===== src/rtl/stq_pkg.sv =====
package stq_pkg;
  localparam int SQ_DEPTH = 4;
  localparam int SQ_IDX_W = $clog2(SQ_DEPTH);
  localparam int SQ_CNT_W = SQ_IDX_W + 1;
  localparam int SQ_SEQ_W = 8;

  typedef logic [SQ_IDX_W-1:0] sqIdx_t;
  typedef logic [SQ_SEQ_W-1:0] sqSeq_t;

  // Strobes from control to the entry storage
  typedef struct packed {
    logic                allocEn;
    sqIdx_t              allocIdx;
    logic [SQ_DEPTH-1:0] markVec;
    logic                firstAccEn;
    sqIdx_t              firstAccIdx;
    logic                reissAccEn;
    logic                setComplEn;
    sqIdx_t              setComplIdx;
    logic                headToReiss;
    logic                retireEn;
    sqIdx_t              headIdx;
  } sqStrobe_t;
endpackage


===== src/rtl/stq_datapath.sv =====
module stq_datapath
  import stq_pkg::*;
#(
  parameter int ADDR_W = 16,
  parameter int DATA_W = 32
) (
  input  logic                       clk,
  input  logic                       rstN,
  input  sqStrobe_t                  strobe,
  input  sqSeq_t                     allocSeq,
  input  logic [ADDR_W-1:0]          allocAddr,
  input  logic [DATA_W-1:0]          allocData,
  input  sqIdx_t                     rdIdx,
  output logic [ADDR_W-1:0]          rdAddr,
  output logic [DATA_W-1:0]          rdData,
  output sqSeq_t [SQ_DEPTH-1:0]      seqArr,
  output logic [SQ_DEPTH-1:0]        wbEnVec,
  output logic [SQ_DEPTH-1:0]        sentVec,
  output logic [SQ_DEPTH-1:0]        complVec,
  output logic [SQ_DEPTH-1:0]        reissVec,
  output logic [SQ_DEPTH-1:0]        needVec
);
  logic [ADDR_W-1:0] addrMem [SQ_DEPTH];
  logic [DATA_W-1:0] dataMem [SQ_DEPTH];

  always_ff @(posedge clk) begin
    if (strobe.allocEn) begin
      seqArr[strobe.allocIdx]  <= allocSeq;
      addrMem[strobe.allocIdx] <= allocAddr;
      dataMem[strobe.allocIdx] <= allocData;
    end
  end

  assign rdAddr = addrMem[rdIdx];
  assign rdData = dataMem[rdIdx];

  for (genvar i = 0; i < SQ_DEPTH; i++) begin : gEntry
    logic wbEnQ, sentQ, complQ, reissQ, needQ;
    logic hitAlloc, hitHead;
    assign hitAlloc = strobe.allocEn && (strobe.allocIdx == SQ_IDX_W'(i));
    assign hitHead  = (strobe.headIdx == SQ_IDX_W'(i));

    always_ff @(posedge clk) begin
      if (!rstN || hitAlloc || (strobe.retireEn && hitHead)) begin
        wbEnQ  <= 1'b0;
        sentQ  <= 1'b0;
        complQ <= 1'b0;
        reissQ <= 1'b0;
        needQ  <= 1'b0;
      end else begin
        if (strobe.markVec[i]) wbEnQ <= 1'b1;
        if (strobe.firstAccEn && strobe.firstAccIdx == SQ_IDX_W'(i)) sentQ <= 1'b1;
        if (strobe.reissAccEn && hitHead) begin
          reissQ <= 1'b1;
          needQ  <= 1'b0;
        end
        if (strobe.setComplEn && strobe.setComplIdx == SQ_IDX_W'(i)) complQ <= 1'b1;
        if (strobe.headToReiss && hitHead) begin
          complQ <= 1'b0;
          needQ  <= 1'b1;
        end
      end
    end

    assign wbEnVec[i]  = wbEnQ;
    assign sentVec[i]  = sentQ;
    assign complVec[i] = complQ;
    assign reissVec[i] = reissQ;
    assign needVec[i]  = needQ;
  end

  // at most one entry (the head) has completed its second send
  a_r8_single_reissued: assert property (@(posedge clk) disable iff (!rstN)
    $onehot0(reissVec));
  // nothing is sent before its writeback is enabled
  a_r5_sent_needs_enable: assert property (@(posedge clk) disable iff (!rstN)
    (sentVec & ~wbEnVec) == '0);
  // a reissued entry never carries a stale completed flag
  a_r7_no_stale_complete: assert property (@(posedge clk) disable iff (!rstN)
    (complVec & reissVec) == '0);
endmodule


===== src/rtl/stq_control.sv =====
module stq_control
  import stq_pkg::*;
(
  input  logic                  clk,
  input  logic                  rstN,
  input  logic                  allocValid,
  input  sqSeq_t                commitSeq,
  input  logic                  squashValid,
  input  sqSeq_t                squashSeq,
  input  logic                  reqReady,
  input  logic                  respValid,
  input  sqIdx_t                respIdx,
  input  sqSeq_t [SQ_DEPTH-1:0] seqArr,
  input  logic [SQ_DEPTH-1:0]   wbEnVec,
  input  logic [SQ_DEPTH-1:0]   sentVec,
  input  logic [SQ_DEPTH-1:0]   complVec,
  input  logic [SQ_DEPTH-1:0]   reissVec,
  input  logic [SQ_DEPTH-1:0]   needVec,
  output sqStrobe_t             strobe,
  output logic                  full,
  output sqIdx_t                allocIdx,
  output logic [SQ_CNT_W-1:0]   occupancy,
  output logic [SQ_CNT_W-1:0]   pendWb,
  output logic                  reqValid,
  output sqIdx_t                reqIdx,
  output logic                  reqReissue,
  output logic                  retireValid,
  output sqSeq_t                retireSeq
);
  logic [SQ_CNT_W-1:0] cntQ, cntN, pendQ, keepCnt;
  sqIdx_t              headQ;
  logic                reqValidQ, reqReissQ;
  sqIdx_t              reqIdxQ;

  logic                commitGo, allocEn, acceptNow, reqFree;
  logic [SQ_DEPTH-1:0] markVec;
  logic                stopC, stopS, firstFound, reissNeed;
  sqIdx_t              walkSlot, keepSlot, pickSlot, firstIdx;
  logic                headLive, respHead, headDone, retireEn, headToReiss;

  assign full     = (cntQ == SQ_CNT_W'(SQ_DEPTH));
  assign allocIdx = headQ + cntQ[SQ_IDX_W-1:0];
  assign commitGo = (commitSeq != '0) && !squashValid;
  assign allocEn  = allocValid && !full && !squashValid;
  assign acceptNow = reqValidQ && reqReady;
  assign reqFree   = !reqValidQ || reqReady;

  // Commit walk, oldest first
  always_comb begin
    markVec  = '0;
    stopC    = 1'b0;
    walkSlot = headQ;
    for (int k = 0; k < SQ_DEPTH; k++) begin
      walkSlot = headQ + SQ_IDX_W'(k);
      if (commitGo && !stopC && (k < int'(cntQ)) && !wbEnVec[walkSlot]) begin
        if (seqArr[walkSlot] > commitSeq) stopC = 1'b1;
        else markVec[walkSlot] = 1'b1;
      end
    end
  end

  // Squash: count the surviving prefix
  always_comb begin
    keepCnt  = '0;
    stopS    = 1'b0;
    keepSlot = headQ;
    for (int k = 0; k < SQ_DEPTH; k++) begin
      keepSlot = headQ + SQ_IDX_W'(k);
      if (!stopS && (k < int'(cntQ))) begin
        if (wbEnVec[keepSlot] || seqArr[keepSlot] <= squashSeq)
          keepCnt = keepCnt + SQ_CNT_W'(1);
        else
          stopS = 1'b1;
      end
    end
  end

  // Oldest enabled store still waiting for its first send
  always_comb begin
    firstFound = 1'b0;
    firstIdx   = '0;
    pickSlot   = headQ;
    for (int k = 0; k < SQ_DEPTH; k++) begin
      pickSlot = headQ + SQ_IDX_W'(k);
      if (!firstFound && (k < int'(cntQ)) && wbEnVec[pickSlot] && !sentVec[pickSlot]
          && !(acceptNow && !reqReissQ && reqIdxQ == pickSlot)) begin
        firstFound = 1'b1;
        firstIdx   = pickSlot;
      end
    end
  end

  assign reissNeed   = headLive && needVec[headQ] && !(acceptNow && reqReissQ);
  assign headLive    = (cntQ != '0);
  assign respHead    = respValid && headLive && (respIdx == headQ);
  assign headDone    = headLive && (complVec[headQ] || respHead);
  assign retireEn    = headDone && reissVec[headQ];
  assign headToReiss = headDone && !reissVec[headQ];

  always_comb begin
    if (squashValid) cntN = keepCnt - SQ_CNT_W'(retireEn);
    else             cntN = cntQ + SQ_CNT_W'(allocEn) - SQ_CNT_W'(retireEn);
  end

  always_ff @(posedge clk) begin
    if (!rstN) begin
      cntQ      <= '0;
      headQ     <= '0;
      pendQ     <= '0;
      reqValidQ <= 1'b0;
      reqIdxQ   <= '0;
      reqReissQ <= 1'b0;
    end else begin
      cntQ  <= cntN;
      headQ <= headQ + SQ_IDX_W'(retireEn);
      pendQ <= pendQ + SQ_CNT_W'($countones(markVec))
                     - SQ_CNT_W'(acceptNow && !reqReissQ);
      if (reqFree) begin
        if (reissNeed) begin
          reqValidQ <= 1'b1;
          reqIdxQ   <= headQ;
          reqReissQ <= 1'b1;
        end else if (firstFound) begin
          reqValidQ <= 1'b1;
          reqIdxQ   <= firstIdx;
          reqReissQ <= 1'b0;
        end else begin
          reqValidQ <= 1'b0;
        end
      end
    end
  end

  always_comb begin
    strobe             = '0;
    strobe.allocEn     = allocEn;
    strobe.allocIdx    = allocIdx;
    strobe.markVec     = markVec;
    strobe.firstAccEn  = acceptNow && !reqReissQ;
    strobe.firstAccIdx = reqIdxQ;
    strobe.reissAccEn  = acceptNow && reqReissQ;
    strobe.setComplEn  = respValid && !respHead;
    strobe.setComplIdx = respIdx;
    strobe.headToReiss = headToReiss;
    strobe.retireEn    = retireEn;
    strobe.headIdx     = headQ;
  end

  assign occupancy   = cntQ;
  assign pendWb      = pendQ;
  assign reqValid    = reqValidQ;
  assign reqIdx      = reqIdxQ;
  assign reqReissue  = reqReissQ;
  assign retireValid = retireEn;
  assign retireSeq   = seqArr[headQ];

  // occupancy never exceeds the depth
  a_r1_count_bound: assert property (@(posedge clk) disable iff (!rstN)
    int'(cntQ) <= SQ_DEPTH);
  // counter agrees with the per-entry flags
  a_r4_pend_matches_flags: assert property (@(posedge clk) disable iff (!rstN)
    int'(pendQ) == $countones(wbEnVec & ~sentVec));
  // a blocked request is held unchanged
  a_r6_hold_blocked: assert property (@(posedge clk) disable iff (!rstN)
    reqValidQ && !reqReady |=> reqValidQ && $stable(reqIdxQ) && $stable(reqReissQ));
  // a second send always targets the head
  a_r8_reissue_at_head: assert property (@(posedge clk) disable iff (!rstN)
    reqValidQ && reqReissQ |-> reqIdxQ == headQ);
  // only enabled stores are requested
  a_r5_req_enabled: assert property (@(posedge clk) disable iff (!rstN)
    reqValidQ |-> wbEnVec[reqIdxQ]);
endmodule


===== src/rtl/store_queue.sv =====
module store_queue
  import stq_pkg::*;
#(
  parameter int ADDR_W = 16,
  parameter int DATA_W = 32
) (
  input  logic                clk,
  input  logic                rstN,
  input  logic                allocValid,
  input  logic [SQ_SEQ_W-1:0] allocSeq,
  input  logic [ADDR_W-1:0]   allocAddr,
  input  logic [DATA_W-1:0]   allocData,
  output logic [SQ_IDX_W-1:0] allocIdx,
  output logic                full,
  input  logic [SQ_SEQ_W-1:0] commitSeq,
  input  logic                squashValid,
  input  logic [SQ_SEQ_W-1:0] squashSeq,
  output logic                reqValid,
  input  logic                reqReady,
  output logic [SQ_IDX_W-1:0] reqIdx,
  output logic                reqReissue,
  output logic [ADDR_W-1:0]   reqAddr,
  output logic [DATA_W-1:0]   reqData,
  input  logic                respValid,
  input  logic [SQ_IDX_W-1:0] respIdx,
  output logic                retireValid,
  output logic [SQ_SEQ_W-1:0] retireSeq,
  output logic [SQ_CNT_W-1:0] occupancy,
  output logic [SQ_CNT_W-1:0] pendWb
);
  sqStrobe_t             strobe;
  sqSeq_t [SQ_DEPTH-1:0] seqArr;
  logic [SQ_DEPTH-1:0]   wbEnVec, sentVec, complVec, reissVec, needVec;

  stq_control uCtrl (
    .clk, .rstN, .allocValid, .commitSeq, .squashValid, .squashSeq,
    .reqReady, .respValid, .respIdx, .seqArr,
    .wbEnVec, .sentVec, .complVec, .reissVec, .needVec,
    .strobe, .full, .allocIdx, .occupancy, .pendWb,
    .reqValid, .reqIdx, .reqReissue, .retireValid, .retireSeq
  );

  stq_datapath #(.ADDR_W(ADDR_W), .DATA_W(DATA_W)) uData (
    .clk, .rstN, .strobe, .allocSeq, .allocAddr, .allocData,
    .rdIdx(reqIdx), .rdAddr(reqAddr), .rdData(reqData), .seqArr,
    .wbEnVec, .sentVec, .complVec, .reissVec, .needVec
  );
endmodule


===== config.mk =====
export PLATFORM = sky130hd
export DESIGN_NAME = store_queue
export DESIGN_NICKNAME = d
export VERILOG_FILES = /design/src/rtl/stq_pkg.sv /design/src/rtl/stq_datapath.sv /design/src/rtl/stq_control.sv /design/src/rtl/store_queue.sv
export SDC_FILE = /design/constraint.sdc
export NUM_CORES = 1
export LEC_CHECK = 0
export BUFFER_PORTS_ARGS = -buffer_cell sky130_fd_sc_hd__buf_2
export CORE_AREA = 5 5 216 218
export CTS_CLUSTER_SIZE = 12
export DETAILED_ROUTE_END_ITERATION = 6
export DIE_AREA = 0 0 221 223
export SLEW_MARGIN = 15
export SYNTH_ARGS = -nofsm -noshare
export SYNTH_HDL_FRONTEND = slang
export SYNTH_SLANG_ARGS = --single-unit

===== constraint.sdc =====
create_clock -name clk -period 16.3 [get_ports clk]
set_input_delay 2.445 -clock clk [delete_from_list [all_inputs] [get_ports clk]]
set_output_delay 2.445 -clock clk [all_outputs]
set_load 0.01 [all_outputs]

==> results.toml, run 1 <==
[cts]
cts_hold_buf = 0
root_buffer = "clkbuf_16"
clk_path_buf_depth = 3
clock_sinks = 258
h-tree-depth = 1
cts_buffers = 29
tritoncts = "built"
path_clk_slew_ns = 0.06
cts_resized = 0
cts_setup_buffers = 0
clk_latency_ns = 0.55

[sta]
tns_ns = 0
hold_violations = 0
finClkSkew_ns = 0.0292
worstMarginPinSlew_ns = 0.951
max_slew_margin_pct = 36.6
setup_violations = 0
fin_hold_ws_ns = 0.461
fin_crit_sh_pct = 38.9
rsz0062_at_grt = "no"
drv_slew = 0
period_minus_slack_ns = 6.33
fmax_mhz = 158

[global_routing]
grt_pass1_vias = 8017
grt_max_degree = 58
grt_pass1_wl_um = 47100
grt_use_total_pct = 12.0
grt_overflow = 0
grt_antenna_before_repair = 6

[worst_setup_path]
reg2reg_depth = 22
cp_num_cells = 22
cp-start-kind = "register"
cp-end-kind = "register"
path_buf_inv = 5
worst_path_max_delay_cell = "ha_1"
crit_path_max_incr_delay_ns = 0.65
path_max_fanout = 31
required_ns = 16.75
cpLargestDelayFamily = "adder cells"
crit_arrival_ns = 6.78
cpMostUsedCell = "ha_1"
criticalPathCategory = "reg2reg"
crit_chain = "buf_4 > inv_1 > ha_1 > buf_4 > mux4_2 > ha_1 > a21o_1 > a221o_1 > a221oi_1 > a31o_2 > o31a_1 > nand3_1 > o211ai_1 > ha_1 > inv_1 > ha_1 > fa_1 > inv_1 > ha_1 > xor2_1 > xnor2_1 > and2_1"

[job]
drv_cap = 0

[floorplanning]
ios = 150
die-area_um2 = 49300
fp-row-count = 78
coreArea_um2 = 44700
die_width_um = 221
start_util_pct = 28.5
die_h_um = 223

[yosys]
ys.flop_type = "edfxtp_1"
synthMuxAreaShare_pct = 16.2
synth_top_family_by_area = "multiplexers"
ys.warnings.count = 0
synthesis.area_um2 = 12700
yosysSeqAreaShare_pct = 58.1
synth.ff_latch_count = 258
synth-simple-area-share_pct = 6.68
synthAdderAreaFrac_pct = 8.72
avgSynthCellArea_um2 = 15.9
synth_enable_flop_cells = 224
netlist_instances = 803
ys_async_sr_fraction_pct = 0
synth_nets = 970
synth_xor_area_share_pct = 1.10
synth_compound_area_share_pct = 6.42
ys_types = 68

[place]
io_buffers = 149
hpwl_um = 21000
gp_congestion = 0.833
dp_cells = 1522

[power]
leakagePower_nw = 5.43
power_per_cell_area_nw_per_um2 = 96.7
ir_drop_v = 0.0000902

[drt]
drt-pass1-iter-count = 4
wl_um = 30400
vias = 7591
drtAntennaViolNets = 0
viasPerCell = 4.82
drtIter0Drc = 493
wl_per_cell_um = 19.3
drc_errors = 0

[worst_hold_path]
whs_path_depth = 2
min_path_type = "reg2reg"

[final_layout]
area_growth_pct = 17.9
most-common-layout-cells = "edfxtp_1, buf_2, mux4_2"
layout_commonest_cell = "edfxtp_1"
nets = 1120
stdcell_count = 1576
layout-drive-gt1-share_pct = 32.4

[status]
status = "complete, no violations"
metrics by stage:
step	total power [mW]	utilization (%)	cell area (µm²)	worst slack [ns]
finish	1.45	33.6	15000	9.97
global route	1.52	33.6	15000	9.48
CTS	1.48	33.6	15000	9.96
detailed placement	0.858	31.6	14100	9.59
global placement	0.855	31.6	14100	9.70
floorplan	0.811	-	12700	8.37
where the power goes:
part | leakage (nW) | switching (mW) | internal, mW
Sequential | 2.31 | 0.00736 | 0.732
Combinational | 2.68 | 0.0598 | 0.0438
Clock | 0.435 | 0.255 | 0.356
Total | 5.43 | 0.322 | 1.13
layout make-up:
| type | count | area, µm² |
|---|---|---|
| clock buffer | 39 | 795 |
| timing repair buffer | 157 | 806 |
| fill | 4425 | 29700 |
| tap | 600 | 751 |
| clock inverter | 12 | 93.8 |
| sequential | 258 | 7420 |
| inverter | 42 | 158 |
| multi-input combinational | 465 | 5000 |
| antenna | 3 | 7.51 |
state kept, by name, indices dropped and copies added, names as in the netlist, named ones only:
register / count
uData.dataMem: 128
uData.seqArr: 32
uCtrl.occupancy: 3
uData.gEntry.wbEnQ: 4
uCtrl.headQ: 2
uCtrl.reqIdx: 2
uCtrl.reqValid: 1
uData.gEntry.reissQ: 4
uData.addrMem: 64
uData.gEntry.sentQ: 4
uCtrl.pendWb: 3
uData.gEntry.needQ: 4
uCtrl.reqReissue: 1
uData.gEntry.complQ: 4
worst reg2reg max path, cell delays in order, from the launching register on:
cell      delay, ns
dfxtp_1        0.31
buf_4          0.38
inv_1          0.19
ha_1           0.65
buf_4          0.34
mux4_2         0.59
ha_1           0.31
a21o_1         0.18
a221o_1        0.34
a221oi_1       0.31
a31o_2         0.20
o31a_1         0.29
nand3_1        0.12
o211ai_1       0.30
ha_1           0.20
inv_1          0.04
ha_1           0.30
fa_1           0.51
inv_1          0.05
ha_1           0.19
xor2_1         0.15
xnor2_1        0.12
and2_1         0.15
worst paths after layout:
path / from / to / slack (ns)
max: uCtrl.headQ[1] / uCtrl.pendWb[2] / 9.97
min: uData.gEntry[2].needQ / uData.gEntry[2].needQ / 0.46
max reg2reg: uCtrl.headQ[1] / uCtrl.pendWb[2] / 9.97
min reg2reg: uData.gEntry[2].needQ / uData.gEntry[2].needQ / 0.46
kinds of logic (layout without fill, tap and decap cells):
logic type                 after synthesis  after routing
xor gates and xnor gates                16             16
buffers and inverters                   80            250
muxes                                   95             95
adders and majority gates               87             87
other                                    0              3
DFF                                    258            258
and+or+nand+nor                        152            152
AOI/OAI and AO/OA                      115            115
metal layers:
layer | up-vias | global-route usage, % | part of all wire, %
met4 | 4 | 2.70 | 1.9
met1 | 3817 | 15.3 | 43
met3 | 42 | 4.03 | 7.9
met2 | 207 | 20.0 | 47
li1 | 3521 | - | -
met5 | - | 0.196 | 0.076
cell usage after synthesis (all sizes together) (10+ instances only):
cell type	instances	share of area, %
edfxtp	224	53
mux4	89	16
ha	84	8.2
inv	42	1.2
dfxtp	34	5.3
nand2	34	1.1
nor2	31	0.93
a21oi	25	1.0
buf	25	1.2
o21ai	17	0.67
nand3	15	0.69
a211oi	13	0.88
clkbuf	13	0.38
nor3	13	0.55
nand2b	10	0.49
xnor2	10	0.69
Note: power is estimated with default switching activity, not from simulation.
==> inputs of run 2 (changes only) <==
clock period = 6.5 ns   (was 16.3 ns; I/O delays follow)
==> results.toml, run 2 (synthesis gave the netlist of run 1 again) <==
[status]
status = "complete, no violations"

[cts]
tritoncts = "built"
cts_setup_buffers = 0
cts_hold_buf = 0
clk_latency_ns = 0.54
root_buffer = "clkbuf_16"
path_clk_slew_ns = 0.06
clock_sinks = 258
cts_buffers = 29
clk_path_buf_depth = 3
cts_resized = 0
h-tree-depth = 1

[place]
hpwl_um = 21700
dp_cells = 1527
pre_cts_slack_ns = 1.26
io_buffers = 149
dpl-instance-area_um2 = 14200
gp_congestion = 0.818

[sta]
setup_violations = 0
fin_ws_ns = 1.19
tns_ns = 0
fin_crit_sh_pct = 81.7
drv_slew = 0
finClkSkew_ns = 0.0147
worstMarginPinSlew_ns = 0.973
rsz0062_at_grt = "no"
hold_violations = 0
fmax_mhz = 188
fin_hold_ws_ns = 0.454
max_slew_margin_pct = 35.1
period_minus_slack_ns = 5.31

[drt]
m1WireLength_um = 13600
dr_wl_met2_um = 14500
drc_errors = 0
vias = 7617
drtAntennaViolNets = 0
wl_um = 31000
top_layer = "met5"
wl_per_cell_um = 19.7
wl_met3_um = 2200
viasPerCell = 4.83
drtIter0Drc = 475
drt-pass1-iter-count = 5

[worst_setup_path]
criticalPathCategory = "reg2reg"
cp-end-kind = "register"
crit_chain = "inv_1 > ha_1 > mux4_2 > ha_1 > a21o_1 > a221o_1 > a221oi_1 > a31o_2 > o31a_1 > nand3_1 > o211ai_1 > ha_1 > inv_1 > ha_1 > fa_1 > inv_1 > ha_1 > xor2_1 > xnor2_1 > and2_1"
crit_arrival_ns = 5.75
cpMostUsedCell = "ha_1"
path_max_fanout = 8
path_buf_inv = 3
worst_path_max_delay_cell = "mux4_2"
cpLargestDelayFamily = "adder cells"
crit_path_max_incr_delay_ns = 0.58
cp-start-kind = "register"
required_ns = 6.94

[final_layout]
layout-drive-gt1-share_pct = 32.8
largest_register_ffs = 128
nets = 1125
top_regs = "uData.dataMem: 128 flops, uData.addrMem: 64 flops, uData.seqArr: 32 flops"
design_area_um2 = 15100
area_growth_pct = 18.1
layout_commonest_cell = "edfxtp_1"
stdcell_count = 1576
top_register = "uData.dataMem"
diodes = 0
final_util_pct = 33.7
most-common-layout-cells = "edfxtp_1, buf_2, mux4_2"

[global_routing]
grt_pass1_wl_um = 48000
grt_pass1_vias = 7979
grt_max_degree = 58
grt_antenna_before_repair = 6
grt_overflow = 0
grt_use_total_pct = 12.3

[floorplanning]
coreArea_um2 = 44700
ios = 150
die_width_um = 221
start_util_pct = 28.5
die_h_um = 223
fp-row-count = 78
die-area_um2 = 49300

[power]
internal-power_mw = 2.85
pwr-share-clk_pct = 42.2
seqPwrFrac_pct = 50.7
swShare_pct = 22.2
ir_drop_v = 0.000219
power_mw = 3.66
power_per_cell_area_nw_per_um2 = 243
switchingPower_uw = 811
comb_power_share_pct = 7.2
leakagePower_nw = 5.46

[job]
drv_cap = 0

[worst_hold_path]
min_path_type = "reg2reg"
[run 2: power groups by stage]
stage / combinational, mW / sequential [mW] / clock [mW]
after global routing: 0.293 / 1.86 / 1.67
after CTS: 0.268 / 1.85 / 1.60
final: 0.263 / 1.85 / 1.54
after detailed placement: 0.267 / 1.89 / 0
after global placement: 0.260 / 1.89 / 0
after floorplan: 0.153 / 1.88 / 0
[run 2: worst reg2reg max path, delay by kind of cell (launching register included)]
family	cells	cell delay [ns]
buf+inv	3	0.16
xor+xnor	2	0.27
simple gates	2	0.27
mux	1	0.58
compound gates	6	1.65
flops	1	0.33
fa+ha+maj	6	1.95
[run 2: routing by layer]
metal  GRT usage (%)  vias up
met5               0        -
met4            2.94        8
met3            3.46       46
met2            20.0      214
met1            16.3     3832
li1                -     3517
[run 2: layout make-up]
| cell class | count | area (µm²) |
|---|---|---|
| repair buffers | 162 | 843 |
| clock inverters | 11 | 90.1 |
| multi-input cells | 465 | 5000 |
| fillers | 4397 | 29600 |
| well taps | 600 | 751 |
| flip-flops and latches | 258 | 7420 |
| clock buffers | 38 | 798 |
| inverters | 42 | 158 |
[run 2: final timing paths]
kind | start | to | slack [ns] | depth (start not counted)
setup / recovery | uCtrl.headQ[1] | uCtrl.pendWb[2] | 1.19 | 20
hold / removal | uData.gEntry[2].needQ | uData.gEntry[2].needQ | 0.45 | 2
setup reg to reg | uCtrl.headQ[1] | uCtrl.pendWb[2] | 1.19 | 20
hold reg to reg | uData.gEntry[2].needQ | uData.gEntry[2].needQ | 0.45 | 2
==> inputs of run 3 (changes only) <==
clock period = 4.8 ns   (was 6.5 ns; I/O delays follow)
==> results.toml, run 3 (synthesis gave the netlist of run 1 again) <==
[status]
violations = "negative setup slack"
status = "finished, violations left"

[drt]
drt-pass1-iter-count = 5
viasPerCell = 4.82
wl_per_cell_um = 19.4
vias = 7764
wl_um = 31200
drtIter0Drc = 492
drc_errors = 0
drtAntennaViolNets = 0

[place]
dpl-instance-area_um2 = 14500
gp_congestion = 0.859
io_buffers = 149
hpwl_um = 22400

[worst_setup_path]
crit_chain = "inv_6 > ha_4 > buf_12 > buf_4 > mux4_2 > ha_1 > and4_1 > a221oi_2 > a31o_2 > o31a_1 > buf_4 > nand3_1 > o211ai_1 > ha_1 > inv_1 > ha_1 > inv_1 > fa_1 > ha_2 > xor2_1 > xnor2_1 > and2_1"
crit_arrival_ns = 5.26
path_buf_inv = 6
critPathLaunch = "uCtrl.headQ[0]"
cp-start-kind = "register"
required_ns = 5.24
cpMostUsedCell = "ha_1"
cp-end-kind = "register"
timing.rr.start = "uCtrl.headQ[0]"
criticalPathCategory = "reg2reg"
worst_path_max_delay_cell = "mux4_2"
path_max_fanout = 7
cpLargestDelayFamily = "adder cells"
crit_path_max_incr_delay_ns = 0.54

[sta]
tns_ns = -0.0180
setup_violations = 1
max_slew_margin_pct = 45.9
fin_crit_sh_pct = 100
worstMarginPinSlew_ns = 0.812
rsz0062_at_grt = "yes"
finClkSkew_ns = 0.0150
fin_ws_ns = -0.0180
hold_violations = 0
drv_slew = 0
period_minus_slack_ns = 4.82
fin_hold_ws_ns = 0.389
fmax_mhz = 208

[global_routing]
grt_pass1_vias = 8049
grt_use_total_pct = 12.4
grt_pass1_wl_um = 48400
grt_max_degree = 58
grt_antenna_before_repair = 7
grt_overflow = 0

[cts]
cts_buffers = 28
clock_sinks = 258
cts_hold_buf = 0
clk_path_buf_depth = 3
h-tree-depth = 1
path_clk_slew_ns = 0.06
root_buffer = "clkbuf_16"
tritoncts = "built"
clk_latency_ns = 0.54

[floorplanning]
die-area_um2 = 49300
die_h_um = 223
ios = 150
coreArea_um2 = 44700
die_width_um = 221
start_util_pct = 28.5
fp-row-count = 78

[power]
power_per_cell_area_nw_per_um2 = 320
power_mw = 4.97
leakagePower_nw = 5.65
ir_drop_v = 0.000291

[final_layout]
largest_register_ffs = 128
most-common-layout-cells = "edfxtp_1, buf_2, mux4_2"
nets = 1157
final_util_pct = 34.8
layout-drive-gt1-share_pct = 36.6
area_growth_pct = 21.9
design_area_um2 = 15500
top_regs = "uData.dataMem: 128 flops, uData.addrMem: 64 flops, uData.seqArr: 32 flops"
top_register = "uData.dataMem"
layout_commonest_cell = "edfxtp_1"

[job]
drv_cap = 0

[worst_hold_path]
min_path_type = "in2reg"
min_from = "allocData[4]"
run 3: area by class of cell:
cell class                      count  area (µm²)
Clock inverter                     11         128
Timing Repair Buffer              195        1140
Fill cell                        4341       29200
Multi-Input combinational cell    465        5170
Antenna cell                        2        5.00
Inverter                           42         163
Sequential cell                   258        7420
Clock buffer                       37         756
Tap cell                          600         751
run 3: worst register-to-register path: cells and delay by family, from the launching register on:
family / cells / cell delay [ns]
AOI/OAI and AO/OA: 4 / 0.80
xor gates and xnor gates: 2 / 0.28
adders and majority gates: 6 / 1.77
buffers and inverters: 6 / 0.53
DFF: 1 / 0.37
muxes: 1 / 0.54
and+or+nand+nor: 3 / 0.45
run 3: path summary, 6_finish.rpt:
path / to / slack [ns] / depth (start not counted)
setup / recovery: uCtrl.pendWb[2] / -0.02 / 22
hold / removal: uData.dataMem[3][4] / 0.39 / 1
setup reg to reg: uCtrl.pendWb[2] / -0.02 / 22
hold reg to reg: uData.gEntry[2].needQ / 0.45 / 2
run 3: power by group:
group	switching (mW)	leakage, nW	internal (mW)	total, mW
registers	0.0265	2.31	2.48	2.51
logic	0.213	2.91	0.171	0.385
clock network	0.818	0.429	1.25	2.07
run 3: per-layer routing:
metal  global-route usage, %  share of wire, %
met5                       0              0.22
met2                    20.4                47
met1                    16.1                43
met4                    2.76               1.8
met3                    4.29               7.7
run 3: metrics by stage:
step	setup slack, ns	cells
floorplan	-0.203	803
global placement	-0.0121	1551
detailed placement	-0.0343	1551
CTS	-0.0370	1599
global route	-0.256	1608
finish	-0.0180	1610
run 3: what timing repair did:
action                                  CTS  global route
setup buffers                             0            10
endpoints found under the setup margin    2             3
resized for setup                         2            18
pin swaps                                 0            16
endpoints found under the hold margin     0             0
